[config.mk]
export PLATFORM = sky130hd
export DESIGN_NAME = nvc_cmd_detect
export DESIGN_NICKNAME = d
export VERILOG_FILES = /design/src/rtl/nvc_pkg.sv /design/src/rtl/nvc_bus_sampler.sv /design/src/rtl/nvc_seq_matcher.sv /design/src/rtl/nvc_req_ctrl.sv /design/src/rtl/nvc_cmd_detect.sv
export SDC_FILE = /design/constraint.sdc
export NUM_CORES = 1
export LEC_CHECK = 0
export BUFFER_PORTS_ARGS = -buffer_cell sky130_fd_sc_hd__buf_2
export CORE_MARGIN = 5
export CORE_UTILIZATION = 60
export DETAILED_ROUTE_END_ITERATION = 7
export MAX_ROUTING_LAYER = met4
export PLACE_DENSITY_LB_ADDON = 0.25
export SYNTH_ARGS = -nofsm -noshare
export SYNTH_HDL_FRONTEND = slang
export SYNTH_SLANG_ARGS = --single-unit
[constraint.sdc]
create_clock -name clk -period 5.7 [get_ports clk]
set_input_delay 1.425 -clock clk [delete_from_list [all_inputs] [get_ports clk]]
set_output_delay 1.425 -clock clk [all_outputs]
set_load 0.005 [all_outputs]
[src/rtl/nvc_pkg.sv]
package nvc_pkg;

    localparam int KEY_W    = 16;
    localparam int NUM_LEAD = 5;
    localparam int STEP_W   = $clog2(NUM_LEAD + 1);

    localparam logic [KEY_W-1:0] KEY_SAVE    = 16'h8FC0;
    localparam logic [KEY_W-1:0] KEY_RESTORE = 16'h4C63;

    typedef enum logic [1:0] {
        HIT_NONE    = 2'd0,
        HIT_SAVE    = 2'd1,
        HIT_RESTORE = 2'd2
    } hit_e;

    function automatic logic [KEY_W-1:0] lead_key(input logic [STEP_W-1:0] idx);
        case (idx)
            3'd0:    lead_key = 16'h4E38;
            3'd1:    lead_key = 16'hB1C7;
            3'd2:    lead_key = 16'h83E0;
            3'd3:    lead_key = 16'h7C1F;
            3'd4:    lead_key = 16'h703F;
            default: lead_key = '0;
        endcase
    endfunction

endpackage

[src/rtl/nvc_bus_sampler.sv]
module nvc_bus_sampler #(
    parameter int ADDR_W = 20
) (
    input  logic              clk,
    input  logic              rst_n,
    input  logic              bus_sel_n,
    input  logic              bus_rd_n,
    input  logic              bus_wr_n,
    input  logic [ADDR_W-1:0] bus_addr,
    output logic              rd_evt,
    output logic [ADDR_W-1:0] evt_addr,
    output logic              wr_seen
);

    typedef struct packed {
        logic              sel_n1;
        logic              rd_n1;
        logic              wr_n1;
        logic [ADDR_W-1:0] addr1;
        logic              rd2;
        logic [ADDR_W-1:0] addr2;
        logic              armed;
    } smp_t;

    smp_t q, d;
    logic rd1, stable;

    always_comb begin
        d        = q;
        rd1      = !q.sel_n1 && !q.rd_n1 && q.wr_n1;
        stable   = (q.addr1 == q.addr2);
        rd_evt   = rd1 && q.rd2 && stable && q.armed;
        evt_addr = q.addr1;
        wr_seen  = !q.sel_n1 && !q.wr_n1;

        d.sel_n1 = bus_sel_n;
        d.rd_n1  = bus_rd_n;
        d.wr_n1  = bus_wr_n;
        d.addr1  = bus_addr;
        d.rd2    = rd1;
        d.addr2  = q.addr1;

        if (!rd1 || !stable) begin
            d.armed = 1'b1;
        end else if (rd_evt) begin
            d.armed = 1'b0;
        end
    end

    always_ff @(posedge clk) begin
        if (!rst_n) begin
            q.sel_n1 <= 1'b1;
            q.rd_n1  <= 1'b1;
            q.wr_n1  <= 1'b1;
            q.addr1  <= '0;
            q.rd2    <= 1'b0;
            q.addr2  <= '0;
            q.armed  <= 1'b1;
        end else begin
            q <= d;
        end
    end

endmodule

[src/rtl/nvc_seq_matcher.sv]
module nvc_seq_matcher
    import nvc_pkg::*;
#(
    parameter int ADDR_W = 20
) (
    input  logic              clk,
    input  logic              rst_n,
    input  logic              rd_evt,
    input  logic [ADDR_W-1:0] evt_addr,
    input  logic              wr_seen,
    input  logic              blocked,
    output hit_e              hit
);

    localparam logic [STEP_W-1:0] LAST_STEP = STEP_W'(NUM_LEAD);

    typedef struct packed {
        logic [STEP_W-1:0] step;
    } mt_t;

    mt_t q, d;
    logic is_first;

    always_comb begin
        d        = q;
        hit      = HIT_NONE;
        is_first = (evt_addr == ADDR_W'(lead_key('0)));

        if (blocked || wr_seen) begin
            d.step = '0;
        end else if (rd_evt) begin
            if (q.step == LAST_STEP) begin
                if (evt_addr == ADDR_W'(KEY_SAVE)) begin
                    hit    = HIT_SAVE;
                    d.step = '0;
                end else if (evt_addr == ADDR_W'(KEY_RESTORE)) begin
                    hit    = HIT_RESTORE;
                    d.step = '0;
                end else begin
                    d.step = is_first ? STEP_W'(1) : '0;
                end
            end else if (evt_addr == ADDR_W'(lead_key(q.step))) begin
                d.step = q.step + STEP_W'(1);
            end else begin
                d.step = is_first ? STEP_W'(1) : '0;
            end
        end
    end

    always_ff @(posedge clk) begin
        if (!rst_n) begin
            q.step <= '0;
        end else begin
            q <= d;
        end
    end

endmodule

[src/rtl/nvc_req_ctrl.sv]
module nvc_req_ctrl
    import nvc_pkg::*;
(
    input  logic clk,
    input  logic rst_n,
    input  hit_e hit,
    input  logic op_done,
    output logic store_req,
    output logic recall_req,
    output logic bus_hiz
);

    typedef struct packed {
        logic save;
        logic restore;
        logic pend;
    } rq_t;

    rq_t q, d;

    always_comb begin
        d         = q;
        d.save    = (hit == HIT_SAVE);
        d.restore = (hit == HIT_RESTORE);
        if (hit != HIT_NONE) begin
            d.pend = 1'b1;
        end else if (op_done) begin
            d.pend = 1'b0;
        end
        store_req  = q.save;
        recall_req = q.restore;
        bus_hiz    = q.pend;
    end

    always_ff @(posedge clk) begin
        if (!rst_n) begin
            q <= '0;
        end else begin
            q <= d;
        end
    end

endmodule

[src/rtl/nvc_cmd_detect.sv]
module nvc_cmd_detect
    import nvc_pkg::*;
#(
    parameter int ADDR_W = 20
) (
    input  logic              clk,
    input  logic              rst_n,
    input  logic              bus_sel_n,
    input  logic              bus_rd_n,
    input  logic              bus_wr_n,
    input  logic [ADDR_W-1:0] bus_addr,
    input  logic              op_busy,
    input  logic              op_done,
    output logic              store_req,
    output logic              recall_req,
    output logic              bus_hiz
);

    logic              rd_evt;
    logic              wr_seen;
    logic [ADDR_W-1:0] evt_addr;
    logic              blocked;
    hit_e              hit;

    assign blocked = op_busy || bus_hiz;

    nvc_bus_sampler #(.ADDR_W(ADDR_W)) u_smp (
        .clk       (clk),
        .rst_n     (rst_n),
        .bus_sel_n (bus_sel_n),
        .bus_rd_n  (bus_rd_n),
        .bus_wr_n  (bus_wr_n),
        .bus_addr  (bus_addr),
        .rd_evt    (rd_evt),
        .evt_addr  (evt_addr),
        .wr_seen   (wr_seen)
    );

    nvc_seq_matcher #(.ADDR_W(ADDR_W)) u_mat (
        .clk      (clk),
        .rst_n    (rst_n),
        .rd_evt   (rd_evt),
        .evt_addr (evt_addr),
        .wr_seen  (wr_seen),
        .blocked  (blocked),
        .hit      (hit)
    );

    nvc_req_ctrl u_req (
        .clk        (clk),
        .rst_n      (rst_n),
        .hit        (hit),
        .op_done    (op_done),
        .store_req  (store_req),
        .recall_req (recall_req),
        .bus_hiz    (bus_hiz)
    );

endmodule

==> flow_metrics.env <==
export IMPL_p_total_mw=0.586
export IMPL_cts_num_sinks=51
export IMPL_cts_hold_buf=0
export IMPL_synth_largest_area_cell="dfxtp_1"
export IMPL_p_switching_mw=0.132
export IMPL_sw_frac_of_total=0.225
export IMPL_cpMaxStageDelayCell="or4b_1"
export IMPL_syn_to_final_growth_pct=10.6
export IMPL_synth_fa_ha_area_frac=0.0295
export IMPL_power_frac_clock=0.269
export IMPL_slew_headroom=0.620
export IMPL_worstSetupPathType="flop to flop"
export IMPL_peakVddDrop_mv=0.192
export IMPL_postLayoutCellArea_sq_mm=0.00234
export IMPL_skew_ns=0.00758
export IMPL_ys_ff_latch=51
export IMPL_synthMuxAreaShare=0.0189
export IMPL_ios=30
export IMPL_drive_above_1_share=0.156
export IMPL_outcome="complete, no violations"
export IMPL_p_leak_nw=0.982
export IMPL_gp_congestion=0.860
export IMPL_grt_pass1_vias=1391
export IMPL_utilization=0.691
export IMPL_cts_setup_buffers=0
export IMPL_die_w_um=69.4
export IMPL_grt_pass1_wl_um=6300
export IMPL_worst_ep_required_time_ns=5.99
export IMPL_syn_area_per_cell_sq_um=9.54
export IMPL_grt_usage=0.166
export IMPL_dpl_hpwl_um=2840
export IMPL_p_seq_frac=0.657
export IMPL_synthTopCellsByArea="dfxtp_1 48%, and2_1 13%, xnor2_1 5.4%, xor2_1 3.3%, nand2_1 3.0%"
export IMPL_cp_end_kind="flop"
export IMPL_clkLatencyLatePin_ns=0.35
export IMPL_syn_nets=254
export IMPL_cts_buffers=5
export IMPL_synth_compound_area_share=0.0638
export IMPL_setup_tns_final_ns=0
export IMPL_synthDistinctLibCells=40
export IMPL_path_cells="inv_1 -> ha_1 -> o21bai_1 -> mux2i_1 -> o311ai_0 -> nor3_1 -> nand4_1 -> or4b_1 -> a21oi_1"
export IMPL_yosysMostFrequentCell="dfxtp_1"
export IMPL_setup_violations=0
export IMPL_met3_length_um=171
export IMPL_multi_input_area_sq_mm=0.00104
export IMPL_async_reset_ff_frac=0
export IMPL_maxCapViolCount=0
export IMPL_synth_ff_type="dfxtp_1"
export IMPL_vias=1533
export IMPL_timing_fmax_mhz=403
export IMPL_num_antenna_cells=0
export IMPL_critPathMaxStageDelay_ns=0.51
export IMPL_cts_tree="yes"
export IMPL_synth_commonest_cells="51 x dfxtp_1, 43 x and2_1, 17 x nand2_1"
export IMPL_rsz0062_at_grt="false"
export IMPL_core_region_area_sq_mm=0.00339
export IMPL_synthCells=222
export IMPL_arrival_ns=2.77
export IMPL_fin_crit_sh=0.435
export IMPL_hold_class="flop to flop"
export IMPL_die_area_sq_mm=0.00482
export IMPL_rows=21
export IMPL_wl_met1_um=1760
export IMPL_ys_seq_area_frac=0.482
export IMPL_highest_layer="met4"
export IMPL_grt_max_degree=49
export IMPL_synth_top_family_by_area="simple AND/OR/NAND/NOR gates"
export IMPL_synth_edf_count=0
export IMPL_placed_area_sq_mm=0.00229
export IMPL_io_buffers=29
export IMPL_crit_fanout=5
export IMPL_drc=0
export IMPL_worstMarginPinSlew_ns=0.570
export IMPL_wire_per_inst_um=12.5
export IMPL_synth_simple_area_share=0.294
export IMPL_met2WireLength_um=1700
export IMPL_p_int_mw=0.454
export IMPL_postRouteAntennaNets=0
export IMPL_fill_cells=280
export IMPL_drtPass1Iterations=4
export IMPL_regArea_sq_mm=0.00102
export IMPL_cts_buffer_depth=2
export IMPL_startpoint_type="flop"
export IMPL_dieHeight_um=69.4
export IMPL_period_needed_ns=2.48
export IMPL_ys_warn_count=0
export IMPL_synth_xor_area_frac=0.0868
export IMPL_combPwrFrac=0.074
export IMPL_maxSlewViolCount=0
export IMPL_cts_root_buffer="clkbuf_4"
export IMPL_antenna_found_initial=0
export IMPL_clk_pin_slew_ns=0.12
export IMPL_start_util=0.625
export IMPL_finalWirelength_um=3690
export IMPL_fin_nets=282
export IMPL_synth_cell_area_sq_mm=0.00212
export IMPL_overflow=0
export IMPL_hold_ws_ns=0.486
export IMPL_drt_vias_per_instance=5.18
export IMPL_htreeDepth=2
export IMPL_cts_resized=0
export IMPL_finalHoldViolations=0
export IMPL_p_per_area_mw_per_mm2=250
export IMPL_synth_top_area_share=0.482
export IMPL_drtIter0Drc=67
final timing paths:
check                   from         end  slack [ns]  cells past startpoint
setup / recovery  u_mat.q[0]  u_mat.q[2]        3.22                      9
hold / removal    u_smp.q[0]  u_smp.q[0]        0.49                      2
setup reg to reg  u_mat.q[0]  u_mat.q[2]        3.22                      9
hold reg to reg   u_smp.q[0]  u_smp.q[0]        0.49                      2
flip-flops by register name, indices dropped and copies added (netlist names):
signal / flops
u_smp.q: 25
u_req.store_req: 1
u_smp.evt_addr: 20
u_req.bus_hiz: 1
u_req.recall_req: 1
u_mat.q: 3
worst max-delay path: cells and delay by family (launching register included):
family / cells / cell delay (ns)
multiplexers: 1 / 0.23
AO/OA/AOI/OAI: 3 / 0.55
flip-flops: 1 / 0.43
AND/OR/NAND/NOR: 3 / 0.88
buffers and inverters: 1 / 0.09
adder cells (fa/ha/maj): 1 / 0.25
power by group through the flow:
stage | combinational, mW | sequential (mW) | clock, mW
after floorplan | 0.0307 | 0.389 | 0
after global placement | 0.0432 | 0.392 | 0
after detailed placement | 0.0438 | 0.393 | 0
after CTS | 0.0440 | 0.385 | 0.163
after global routing | 0.0492 | 0.387 | 0.178
final | 0.0433 | 0.385 | 0.157
area by class of cell:
cell class	count	share of cell area
Inverter	5	0.00801
Clock buffer	6	0.0219
Multi-Input combinational cell	158	0.446
Sequential cell	51	0.436
Timing Repair Buffer	29	0.0619
Tap cell	46	0.0246
Clock inverter	1	0.00214
logic make-up (layout without fill, tap and decap cells):
family / after synthesis / after routing
adders and majority gates: 5 / 5
muxes: 4 / 4
and+or+nand+nor: 107 / 107
AOI/OAI and AO/OA: 21 / 21
buffers and inverters: 13 / 41
xor gates and xnor gates: 21 / 21
DFF: 51 / 51
through the flow:
| stage | setup slack [ns] | cells |
|---|---|---|
| global placement | 3.23 | 289 |
| CTS | 3.21 | 296 |
| finish | 3.22 | 296 |
| detailed placement | 3.22 | 289 |
| floorplan | 3.49 | 222 |
| global route | 2.96 | 296 |
metal layers:
metal,GRT usage,up-vias
li1,-,798
met1,0.210,694
met2,0.257,35
met3,0.0435,6
met4,0.0521,0
met5,-,-
cells in the final DEF (no fill, tap or decap), types with 2 or more instances in the layout:
cell type	Yosys	routed
buf_2	0	29
o21bai_1	2	2
xor2_1	8	8
xnor2_1	13	13
nor4_1	5	5
nand3_1	2	2
ha_1	5	5
or4_1	2	2
nor2_1	10	10
inv_1	4	4
dfxtp_1	51	51
and2_1	43	43
nor3_1	3	3
nand2b_1	9	9
nand2_1	17	17
mux2i_1	4	4
o21ai_0	4	4
a21oi_1	6	6
nand4_1	7	7
clkbuf_4	0	5
Power figures use the tool's default switching activity.
